`src/rtl/pif_pkg.sv`:
```
package pif_pkg;
    localparam int DEF_CODE_W    = 10;
    localparam int DEF_FRAC_W    = 2;
    localparam int DEF_PROP_GAIN = 2;
    localparam int DEF_RST_CODE  = 512;

    typedef enum logic {
        DIR_DN = 1'b0,
        DIR_UP = 1'b1
    } dir_e;
endpackage

```
`src/rtl/pif_integrator.sv`:
```
module pif_integrator
    import pif_pkg::*;
#(
    parameter int CODE_W   = DEF_CODE_W,
    parameter int FRAC_W   = DEF_FRAC_W,
    parameter int RST_CODE = DEF_RST_CODE
) (
    input  logic              clk,
    input  logic              rst_n,
    input  logic              upd_i,
    input  logic              dir_up_i,
    input  logic              load_i,
    input  logic [CODE_W-1:0] load_code_i,
    output logic [CODE_W-1:0] int_code_o
);
    localparam int ACC_W = CODE_W + FRAC_W;
    localparam logic [ACC_W-1:0] ACC_MAX = '1;
    localparam logic [ACC_W-1:0] ACC_RST = {CODE_W'(RST_CODE), {FRAC_W{1'b0}}};

    typedef struct packed {
        logic [ACC_W-1:0] acc;
    } int_st_t;

    int_st_t s_d, s_q;
    dir_e    dir;

    assign dir = dir_e'(dir_up_i);

    always_comb begin
        s_d = s_q;
        if (load_i) begin
            s_d.acc = {load_code_i, {FRAC_W{1'b0}}};
        end else if (upd_i) begin
            if (dir == DIR_UP) begin
                if (s_q.acc != ACC_MAX) s_d.acc = s_q.acc + ACC_W'(1);
            end else begin
                if (s_q.acc != '0) s_d.acc = s_q.acc - ACC_W'(1);
            end
        end
    end

    always_ff @(posedge clk or negedge rst_n) begin
        if (!rst_n) s_q <= '{acc: ACC_RST};
        else        s_q <= s_d;
    end

    assign int_code_o = s_q.acc[ACC_W-1:FRAC_W];

    assert_int_hold_R2: assert property (@(posedge clk) disable iff (!rst_n)
        (!upd_i && !load_i) |=> $stable(s_q.acc));

    assert_int_step_R3: assert property (@(posedge clk) disable iff (!rst_n)
        (upd_i && !load_i) |=>
            ((s_q.acc == $past(s_q.acc) + ACC_W'(1)) ||
             (s_q.acc + ACC_W'(1) == $past(s_q.acc)) ||
             (s_q.acc == $past(s_q.acc) && (s_q.acc == ACC_MAX || s_q.acc == '0))));

    assert_int_load_R6: assert property (@(posedge clk) disable iff (!rst_n)
        load_i |=> (s_q.acc == {$past(load_code_i), {FRAC_W{1'b0}}}));

    assert_no_overflow_R9: assert property (@(posedge clk) disable iff (!rst_n)
        (upd_i && !load_i && dir_up_i && s_q.acc == ACC_MAX) |=> (s_q.acc == ACC_MAX));

    assert_no_underflow_R9: assert property (@(posedge clk) disable iff (!rst_n)
        (upd_i && !load_i && !dir_up_i && s_q.acc == '0) |=> (s_q.acc == '0));
endmodule

```
`src/rtl/pif_prop.sv`:
```
module pif_prop
    import pif_pkg::*;
#(
    parameter int PROP_GAIN = DEF_PROP_GAIN,
    parameter int PROP_W    = $clog2(PROP_GAIN + 1) + 2
) (
    input  logic                     clk,
    input  logic                     rst_n,
    input  logic                     upd_i,
    input  logic                     dir_up_i,
    input  logic                     load_i,
    output logic signed [PROP_W-1:0] prop_o
);
    localparam logic signed [PROP_W-1:0] P_POS = PROP_W'(PROP_GAIN);
    localparam logic signed [PROP_W-1:0] P_NEG = -P_POS;

    typedef struct packed {
        logic signed [PROP_W-1:0] term;
    } prop_st_t;

    prop_st_t s_d, s_q;

    always_comb begin
        s_d = s_q;
        if (load_i)     s_d.term = '0;
        else if (upd_i) s_d.term = (dir_e'(dir_up_i) == DIR_UP) ? P_POS : P_NEG;
    end

    always_ff @(posedge clk or negedge rst_n) begin
        if (!rst_n) s_q <= '{term: '0};
        else        s_q <= s_d;
    end

    assign prop_o = s_q.term;

    assert_prop_sign_R4: assert property (@(posedge clk) disable iff (!rst_n)
        (upd_i && !load_i) |=> (s_q.term == ($past(dir_up_i) ? P_POS : P_NEG)));

    assert_prop_clear_R7: assert property (@(posedge clk) disable iff (!rst_n)
        load_i |=> (s_q.term == '0));
endmodule

```
`src/rtl/pif_combine.sv`:
```
module pif_combine #(
    parameter int CODE_W = 10,
    parameter int PROP_W = 4
) (
    input  logic [CODE_W-1:0]        int_code_i,
    input  logic signed [PROP_W-1:0] prop_i,
    output logic [CODE_W-1:0]        code_o
);
    localparam int SUM_W = CODE_W + 2;
    localparam logic signed [SUM_W-1:0] CODE_MAX = SUM_W'((1 << CODE_W) - 1);

    logic signed [SUM_W-1:0] sum;

    always_comb begin
        sum = $signed({2'b00, int_code_i}) +
              $signed({{(SUM_W-PROP_W){prop_i[PROP_W-1]}}, prop_i});
        if (sum < 0)              code_o = '0;
        else if (sum > CODE_MAX)  code_o = '1;
        else                      code_o = sum[CODE_W-1:0];
    end
endmodule

```
`src/rtl/bbpll_pi_filter.sv`:
```
module bbpll_pi_filter
    import pif_pkg::*;
#(
    parameter int CODE_W    = DEF_CODE_W,
    parameter int FRAC_W    = DEF_FRAC_W,
    parameter int PROP_GAIN = DEF_PROP_GAIN,
    parameter int RST_CODE  = DEF_RST_CODE
) (
    input  logic              clk,
    input  logic              rst_n,
    input  logic              upd_i,
    input  logic              dir_up_i,
    input  logic              load_i,
    input  logic [CODE_W-1:0] load_code_i,
    output logic [CODE_W-1:0] code_o
);
    localparam int PROP_W = $clog2(PROP_GAIN + 1) + 2;

    logic [CODE_W-1:0]        int_code;
    logic signed [PROP_W-1:0] prop_term;

    pif_integrator #(
        .CODE_W  (CODE_W),
        .FRAC_W  (FRAC_W),
        .RST_CODE(RST_CODE)
    ) u_int (
        .clk        (clk),
        .rst_n      (rst_n),
        .upd_i      (upd_i),
        .dir_up_i   (dir_up_i),
        .load_i     (load_i),
        .load_code_i(load_code_i),
        .int_code_o (int_code)
    );

    pif_prop #(
        .PROP_GAIN(PROP_GAIN),
        .PROP_W   (PROP_W)
    ) u_prop (
        .clk     (clk),
        .rst_n   (rst_n),
        .upd_i   (upd_i),
        .dir_up_i(dir_up_i),
        .load_i  (load_i),
        .prop_o  (prop_term)
    );

    pif_combine #(
        .CODE_W(CODE_W),
        .PROP_W(PROP_W)
    ) u_comb (
        .int_code_i(int_code),
        .prop_i    (prop_term),
        .code_o    (code_o)
    );

    assert_step_bound_R5: assert property (@(posedge clk) disable iff (!rst_n)
        (upd_i && !load_i) |=>
            ((int'(code_o) - int'($past(int_code)) <= PROP_GAIN + 1) &&
             (int'($past(int_code)) - int'(code_o) <= PROP_GAIN + 1)));

    assert_load_out_R6: assert property (@(posedge clk) disable iff (!rst_n)
        load_i |=> (code_o == $past(load_code_i)));

    assert_out_hold_R2: assert property (@(posedge clk) disable iff (!rst_n)
        (!upd_i && !load_i) |=> $stable(code_o));
endmodule

```
`config.mk`:
```
export PLATFORM = sky130hd
export DESIGN_NAME = bbpll_pi_filter
export DESIGN_NICKNAME = d
export VERILOG_FILES = /design/src/rtl/pif_pkg.sv /design/src/rtl/pif_integrator.sv /design/src/rtl/pif_prop.sv /design/src/rtl/pif_combine.sv /design/src/rtl/bbpll_pi_filter.sv
export SDC_FILE = /design/constraint.sdc
export NUM_CORES = 1
export LEC_CHECK = 0
export ABC_AREA = 1
export BUFFER_PORTS_ARGS = -buffer_cell sky130_fd_sc_hd__buf_2
export CAP_MARGIN = 40
export CORE_MARGIN = 1
export CORE_UTILIZATION = 40
export DETAILED_ROUTE_END_ITERATION = 8
export GPL_ROUTABILITY_DRIVEN = 0
export SETUP_SLACK_MARGIN = 0.15
export SLEW_MARGIN = 20
export SYNTH_ARGS = -nofsm -noshare
export SYNTH_HDL_FRONTEND = slang
export SYNTH_SLANG_ARGS = --single-unit
```
`constraint.sdc`:
```
create_clock -name clk -period 5.2 [get_ports clk]
set_input_delay 0.78 -clock clk [delete_from_list [all_inputs] [get_ports clk]]
set_output_delay 0.78 -clock clk [all_outputs]
set_load 0.005 [all_outputs]
```
After elaboration in Yosys (flattened, before gate mapping)
Index checks and enable logic that the tools add are counted.
{"block": "totals", "wordCells": 23, "out_inout_bits": 10, "input_bits": 15, "regBits": 16}
{"block": "classes", "mux": 10, "n_reduce_logical": 4, "n_lt_le_gt_ge": 2, "n_eq_ne": 2, "n_addsub": 3}
{"operator": "$mux 12", "count": 5}
{"operator": "$mux 10", "count": 2}
{"operator": "$add 11x4->12", "count": 1}
{"operator": "$add 12x1->12 const B", "count": 1}
{"operator": "$gt 12x11->1 const B", "count": 1}
{"operator": "$lt 12x1->1 const B", "count": 1}
{"operator": "$mux 4", "count": 3}
{"operator": "$ne 12x12->1 const B", "count": 1}
{"operator": "$reduce_bool 12->1", "count": 1}
{"operator": "$sub 12x1->12 const B", "count": 1}
{"operator": "$ne 3x1->1 const B", "count": 1}
{"operator": "$reduce_and 3->1", "count": 1}
{"operator": "$reduce_bool 3->1", "count": 1}
{"operator": "$reduce_bool 2->1", "count": 1}

Logic depth before layout (Yosys ltp)
{"block": "depth", "ltp_word": 5, "depth_mapped": 12, "ltp_nobuf": 12}

By module
From an unflattened synthesis, not the netlist that was laid out.
{"block": "hier_totals", "cells_unflattened": 379, "area_unflattened_um2": 2214.6}
{"module": "pif_integrator", "cells_per_inst": 248, "area_per_inst_um2": 1451.4, "seq_area_each_um2": 301.5, "instances": 1}
{"module": "pif_combine", "cells_per_inst": 119, "area_per_inst_um2": 665.6, "seq_area_each_um2": 0.0, "instances": 1}
{"module": "pif_prop", "cells_per_inst": 12, "area_per_inst_um2": 97.6, "seq_area_each_um2": 50.0, "instances": 1}

Worst setup path after synthesis
No wires, ideal clock.
{"block": "synth_timing", "path_type": "register -> output", "startpoint": "reg u_int.s_q[3] (netlist name)", "endpoint": "out code_o[0]", "stages_incl_launch_ff": 8, "slack_ns": 2.731, "path_buffers": 0, "arrival_ns": 1.689, "required_ns": 4.420, "path_cell_list": "dfrtp_1 > ha_1 > fa_1 > nand3_1 > nand4_1 > nand2_1 > nand2_4 > a21oi_2"}
{"block": "synth_via", "elab_chain_len": 4, "word_cells_on_any_way": 5, "classes_between": "add/sub: 1; order compare: 2; mux: 2"}
{"item": "start, declared", "line": "pif_integrator.sv:24", "source": "int_st_t s_d, s_q;"}
{"item": "start signal, assigned", "line": "pif_integrator.sv:43", "source": "if (!rst_n) s_q <= '{acc: ACC_RST};"}
{"item": "$add 11x4->12 *", "line": "pif_combine.sv:15", "source": "sum = $signed({2'b00, int_code_i}) +"}
{"item": "$gt 12x11->1", "line": "pif_combine.sv:18", "source": "else if (sum > CODE_MAX) code_o = '1;"}
{"item": "$mux 10", "line": "pif_combine.sv:18"}
{"item": "$mux 10 *", "line": "pif_combine.sv:17", "source": "if (sum < 0) code_o = '0;"}
{"item": "end, declared", "line": "bbpll_pi_filter.sv:15", "source": "output logic [CODE_W-1:0] code_o"}
Every way passes the cells marked *; elsewhere a longest branch is shown, timed or not.

Worst setup path in the final report
{"block": "layout_timing", "startpoint": "reg u_prop.s_q (netlist bit u_prop.prop_o[2])", "endpoint": "out code_o[3]"}
{"block": "layout_via", "elab_chain_len": 4, "word_cells_on_any_way": 5, "classes_between": "add/sub: 1; order compare: 2; mux: 2"}
{"item": "start, declared", "line": "pif_prop.sv:21", "source": "prop_st_t s_d, s_q;"}
{"item": "start signal, assigned", "line": "pif_prop.sv:30", "source": "if (!rst_n) s_q <= '{term: '0};"}
{"item": "$add 11x4->12 *", "line": "pif_combine.sv:15"}
{"item": "$gt 12x11->1", "line": "pif_combine.sv:18"}
{"item": "$mux 10", "line": "pif_combine.sv:18"}
{"item": "$mux 10 *", "line": "pif_combine.sv:17"}
Marks and branches as above.

==> impl_results.html <==
<table>
<tr><th>Metric</th><th>Value</th></tr>
<tr><th colspan="2">CTS</th></tr>
<tr><td>Post-CTS Repair Setup Buffers</td><td>0</td></tr>
<tr><td>Clock transition at the register clock pins on the worst setup and hold paths after CTS</td><td>roughly 60 ps</td></tr>
<tr><td>Skew-Pair Late Insertion Delay</td><td>250 ps</td></tr>
<tr><td>Clock tree root buffer cell</td><td>sky130_fd_sc_hd__clkbuf_8</td></tr>
<tr><td>CTS max path bufs</td><td>2</td></tr>
<tr><td>TritonCTS clock tree</td><td>built</td></tr>
<tr><td>Number of buffers inserted by hold repair at cts</td><td>0</td></tr>
<tr><td>Clock net sink count</td><td>14</td></tr>
<tr><td>Number of clock buffers inserted by TritonCTS</td><td>3</td></tr>
<tr><td>CTS H-tree lvls</td><td>1</td></tr>
<tr><td>Post-cts resize count</td><td>0</td></tr>
<tr><th colspan="2">Die</th></tr>
<tr><td>Initial core utilization</td><td>a little over two fifths</td></tr>
<tr><td>Area of the core region</td><td>roughly 0.0047 mm^2</td></tr>
<tr><td>Die Span Y</td><td>~72 um</td></tr>
<tr><td>Standard-cell row count</td><td>25</td></tr>
<tr><td>DIE WIDTH</td><td>a little over 70 um</td></tr>
<tr><td>Die Outline Area</td><td>0.00520 mm^2</td></tr>
<tr><td>I/O pins</td><td>25</td></tr>
<tr><th colspan="2">Worst setup path</th></tr>
<tr><td>Startpoint kind of the worst setup timing path</td><td>flop</td></tr>
<tr><td>Worst Path Required</td><td>between 4000 and 5000 ps</td></tr>
<tr><td>Critical path data arrival time</td><td>about 2400 ps</td></tr>
<tr><td>Worst path slowest cell</td><td>sky130_fd_sc_hd__dfrtp_1</td></tr>
<tr><td>Most repeated library cell on the critical path</td><td>sky130_fd_sc_hd__nand2_1</td></tr>
<tr><td>Largest fanout of any net on the critical path</td><td>12</td></tr>
<tr><td>Sort of element at the end of the critical path</td><td>output port</td></tr>
<tr><td>Highest cell delay on the worst timing path</td><td>630 ps</td></tr>
<tr><td>Worst path cell trace</td><td>ha_1 &gt; nand2_1 &gt; nand2_1 &gt; a21oi_1 &gt; nand4_1 &gt; nand2_1 &gt; nand2_4 &gt; a21oi_2 &gt; buf_2</td></tr>
<tr><td>Path type of the worst setup path</td><td>reg2out</td></tr>
<tr><th colspan="2">Global routing</th></tr>
<tr><td>Global-route wire length before repair</td><td>8380 um</td></tr>
<tr><td>Gr ovfl total</td><td>0</td></tr>
<tr><td>Total Routing Usage GR</td><td>20.3%</td></tr>
<tr><td>Initial antenna violation count</td><td>0</td></tr>
<tr><td>Largest net degree at the start of global routing</td><td>20</td></tr>
<tr><td>Vias in the first global route</td><td>approximately 1800</td></tr>
<tr><th colspan="2">Synth</th></tr>
<tr><td>Primary flip-flop cell chosen by synthesis mapping</td><td>sky130_fd_sc_hd__dfrtp_1</td></tr>
<tr><td>Synthesis warning total</td><td>0</td></tr>
<tr><td>Cell Area, Synth</td><td>around 0.002 mm^2</td></tr>
<tr><td>Number of enable flip-flop cells after synthesis</td><td>0</td></tr>
<tr><td>Post-Syn Nets</td><td>between 300 and 400</td></tr>
<tr><td>Ranking of synthesized cells by area</td><td>sky130_fd_sc_hd__nand2_1 21%, sky130_fd_sc_hd__dfrtp_1 17%, sky130_fd_sc_hd__ha_1 13%</td></tr>
<tr><td>Synth unique cells</td><td>28</td></tr>
<tr><td>Sequential share of the synthesized area</td><td>17.9%</td></tr>
<tr><td>Fraction of registers with async set or reset after synthesis</td><td>100%</td></tr>
<tr><td>Leading area contributor after synthesis</td><td>sky130_fd_sc_hd__nand2_1</td></tr>
<tr><td>Synthesized area divided by synthesized cell count</td><td>between 6 and 7 um^2</td></tr>
<tr><td>Most used standard cells in the synthesized netlist</td><td>112 x sky130_fd_sc_hd__nand2_1, 41 x sky130_fd_sc_hd__nor2_1, 37 x sky130_fd_sc_hd__inv_1, 25 x sky130_fd_sc_hd__nand3_1, 20 x sky130_fd_sc_hd__ha_1</td></tr>
<tr><td>Top-area cell type share of the netlist area</td><td>between 20% and 30%</td></tr>
<tr><td>Gate count of the mapped netlist</td><td>about 320</td></tr>
<tr><td>Number of synthesized register bits</td><td>14</td></tr>
<tr><td>Most frequent cell after synthesis</td><td>sky130_fd_sc_hd__nand2_1</td></tr>
<tr><th colspan="2">Timing</th></tr>
<tr><td>Final count of pins violating max slew</td><td>0</td></tr>
<tr><td>Time the worst path needs with I/O delays and setup</td><td>approximately 3100 ps</td></tr>
<tr><td>Actual slew at the worst max-slew pin</td><td>approximately 550 ps</td></tr>
<tr><td>Setup clock skew after layout</td><td>2.15 ps</td></tr>
<tr><td>Highest Clock Rate</td><td>approximately 320 MHz</td></tr>
<tr><td>Ratio of final minimum period to clock period</td><td>60.2%</td></tr>
<tr><td>Summed negative setup slack over all endpoints</td><td>0 ps</td></tr>
<tr><td>RSZ-0062 raised after global routing</td><td>no</td></tr>
<tr><td>Hold Vio Cnt, Final</td><td>0</td></tr>
<tr><td>Worst slew slack as a fraction of its limit</td><td>a little under two thirds</td></tr>
<tr><td># setup viols final</td><td>0</td></tr>
<tr><th colspan="2">Outcome</th></tr>
<tr><td>Result of the run</td><td>finished, final reports clean</td></tr>
<tr><th colspan="2">Flow run</th></tr>
<tr><td>Number of maximum-capacitance constraint violations</td><td>0</td></tr>
<tr><th colspan="2">Final layout</th></tr>
<tr><td>Fin nets</td><td>slightly below 400</td></tr>
<tr><td>Share of cells above drive strength 1</td><td>about 15%</td></tr>
<tr><td>Area added between synthesis and finish</td><td>12.1%</td></tr>
<tr><td>Antenna Cells</td><td>0</td></tr>
<tr><th colspan="2">Drt</th></tr>
<tr><td>Detailed-route wire length per cell</td><td>11.7 um</td></tr>
<tr><td>Detail Route Antenna Nets</td><td>0</td></tr>
<tr><td>Wirelength, routed</td><td>just under 5000 um</td></tr>
<tr><td>First drt pass iteration count</td><td>4</td></tr>
<tr><td>DRT iter0 DRCs</td><td>101</td></tr>
<tr><td>Total via count in the routed design</td><td>roughly 2000</td></tr>
<tr><td>Remaining design rule violation count</td><td>0</td></tr>
<tr><td>Vias/cell</td><td>slightly below 5</td></tr>
<tr><th colspan="2">Power</th></tr>
<tr><td>Pwr Total</td><td>0.738 mW</td></tr>
<tr><td>Power density over the cells</td><td>335 mW/mm^2</td></tr>
<tr><td>LEAKAGE</td><td>1.22 nW</td></tr>
<tr><td>Maximum VDD drop</td><td>roughly 0.00014 V</td></tr>
<tr><th colspan="2">Placement</th></tr>
<tr><td>DP HPWL</td><td>3920 um</td></tr>
<tr><td>Count of input and output buffers</td><td>24</td></tr>
<tr><th colspan="2">Worst hold path</th></tr>
<tr><td>Classification of the worst-slack hold path</td><td>in2async</td></tr>
</table>
## registers in the layout, indices dropped and copies added (netlist names)
name           flops
u_int.s_q         12
u_prop.prop_o      2
## area by class of cell
cell class,count,area (um^2)
multi-input combinational,263,1440
fill,529,2520
clock buffer,4,55.1
timing repair buffer,24,120
sequential,14,352
tap,67,83.8
inverter,42,158
## layer usage
metal  global-route usage, %  vias to the layer above  routed length [um]
met5                       0                        -                   0
met3                    3.33                        2                 156
met4                    1.96                        0                  10
met2                    32.8                       33                2040
met1                    29.3                      878                2630
li1                        -                     1077                   -
## worst max-delay path: cells and delay by family, from the launching register on
kind | cells | cell delay, ps
compound gates | 2 | 360
flops | 1 | 630
simple gates | 5 | 600
fa+ha+maj | 1 | 380
buf+inv | 1 | 110
## cells in the final DEF (no fill, tap or decap), drive strengths merged
cell	count
nor2	42
nand3	27
buf	24
nor3	4
nand4	8
xor2	5
ha	20
nand2	116
nand2b	1
xnor2	6
o21ai	7
inv	42
dfrtp	13
clkbuf	4
o21bai	3
or2	1
dfstp	1
fa	2
a21oi	21
## final timing paths
path	start	end	slack, ps	cells past startpoint
worst max-delay path	u_prop.prop_o[2]$_DFFE_PN0P_	code_o[3]	2070	9
worst min-delay path	rst_n	u_int.s_q[9]$_DFFE_PN0P_	430	1
worst max register to register	u_int.s_q[0]$_DFFE_PN0P_	u_int.s_q[8]$_DFFE_PN0P_	3340	10
worst min register to register	u_prop.prop_o[1]$_DFFE_PN0P_	u_prop.prop_o[1]$_DFFE_PN0P_	510	2
max in group asynchronous	rst_n	u_int.s_q[11]$_DFFE_PN1P_	4480	1
min in group clk	u_prop.prop_o[1]$_DFFE_PN0P_	u_prop.prop_o[1]$_DFFE_PN0P_	510	2
## through the flow
stage / instance area, um^2 / hold slack (ps) / instances / setup slack (ps) / util [%]
6_report: 2200 / 425 / 414 / 2070 / 46.6
5_1_grt: 2200 / 447 / 414 / 1860 / 46.6
3_3_place_gp: 2150 / 488 / 410 / 2400 / 45.5
4_1_cts: 2200 / 439 / 414 / 2110 / 46.6
3_5_place_dp: 2150 / 500 / 410 / 2390 / 45.5
2_1_floorplan: 1970 / 463 / 322 / 2730 / -
## cell families (layout without fill, tap and decap cells)
group,after synthesis,in the layout,synth area share [%]
buffers and inverters,45,70,9.10
flip-flops,14,14,17.9
AND/OR/NAND/NOR,199,199,43.5
adder cells (fa/ha/maj),22,22,14.8
XOR/XNOR,11,11,4.90
AO/OA/AOI/OAI,31,31,9.80
## where the power goes
| group | switching, mW | internal [mW] |
|---|---|---|
| logic | 0.272 | 0.186 |
| clock network | 0.0429 | 0.0671 |
| registers | 0.0368 | 0.133 |
| total | 0.352 | 0.386 |
(Power assumes the default switching activity.)
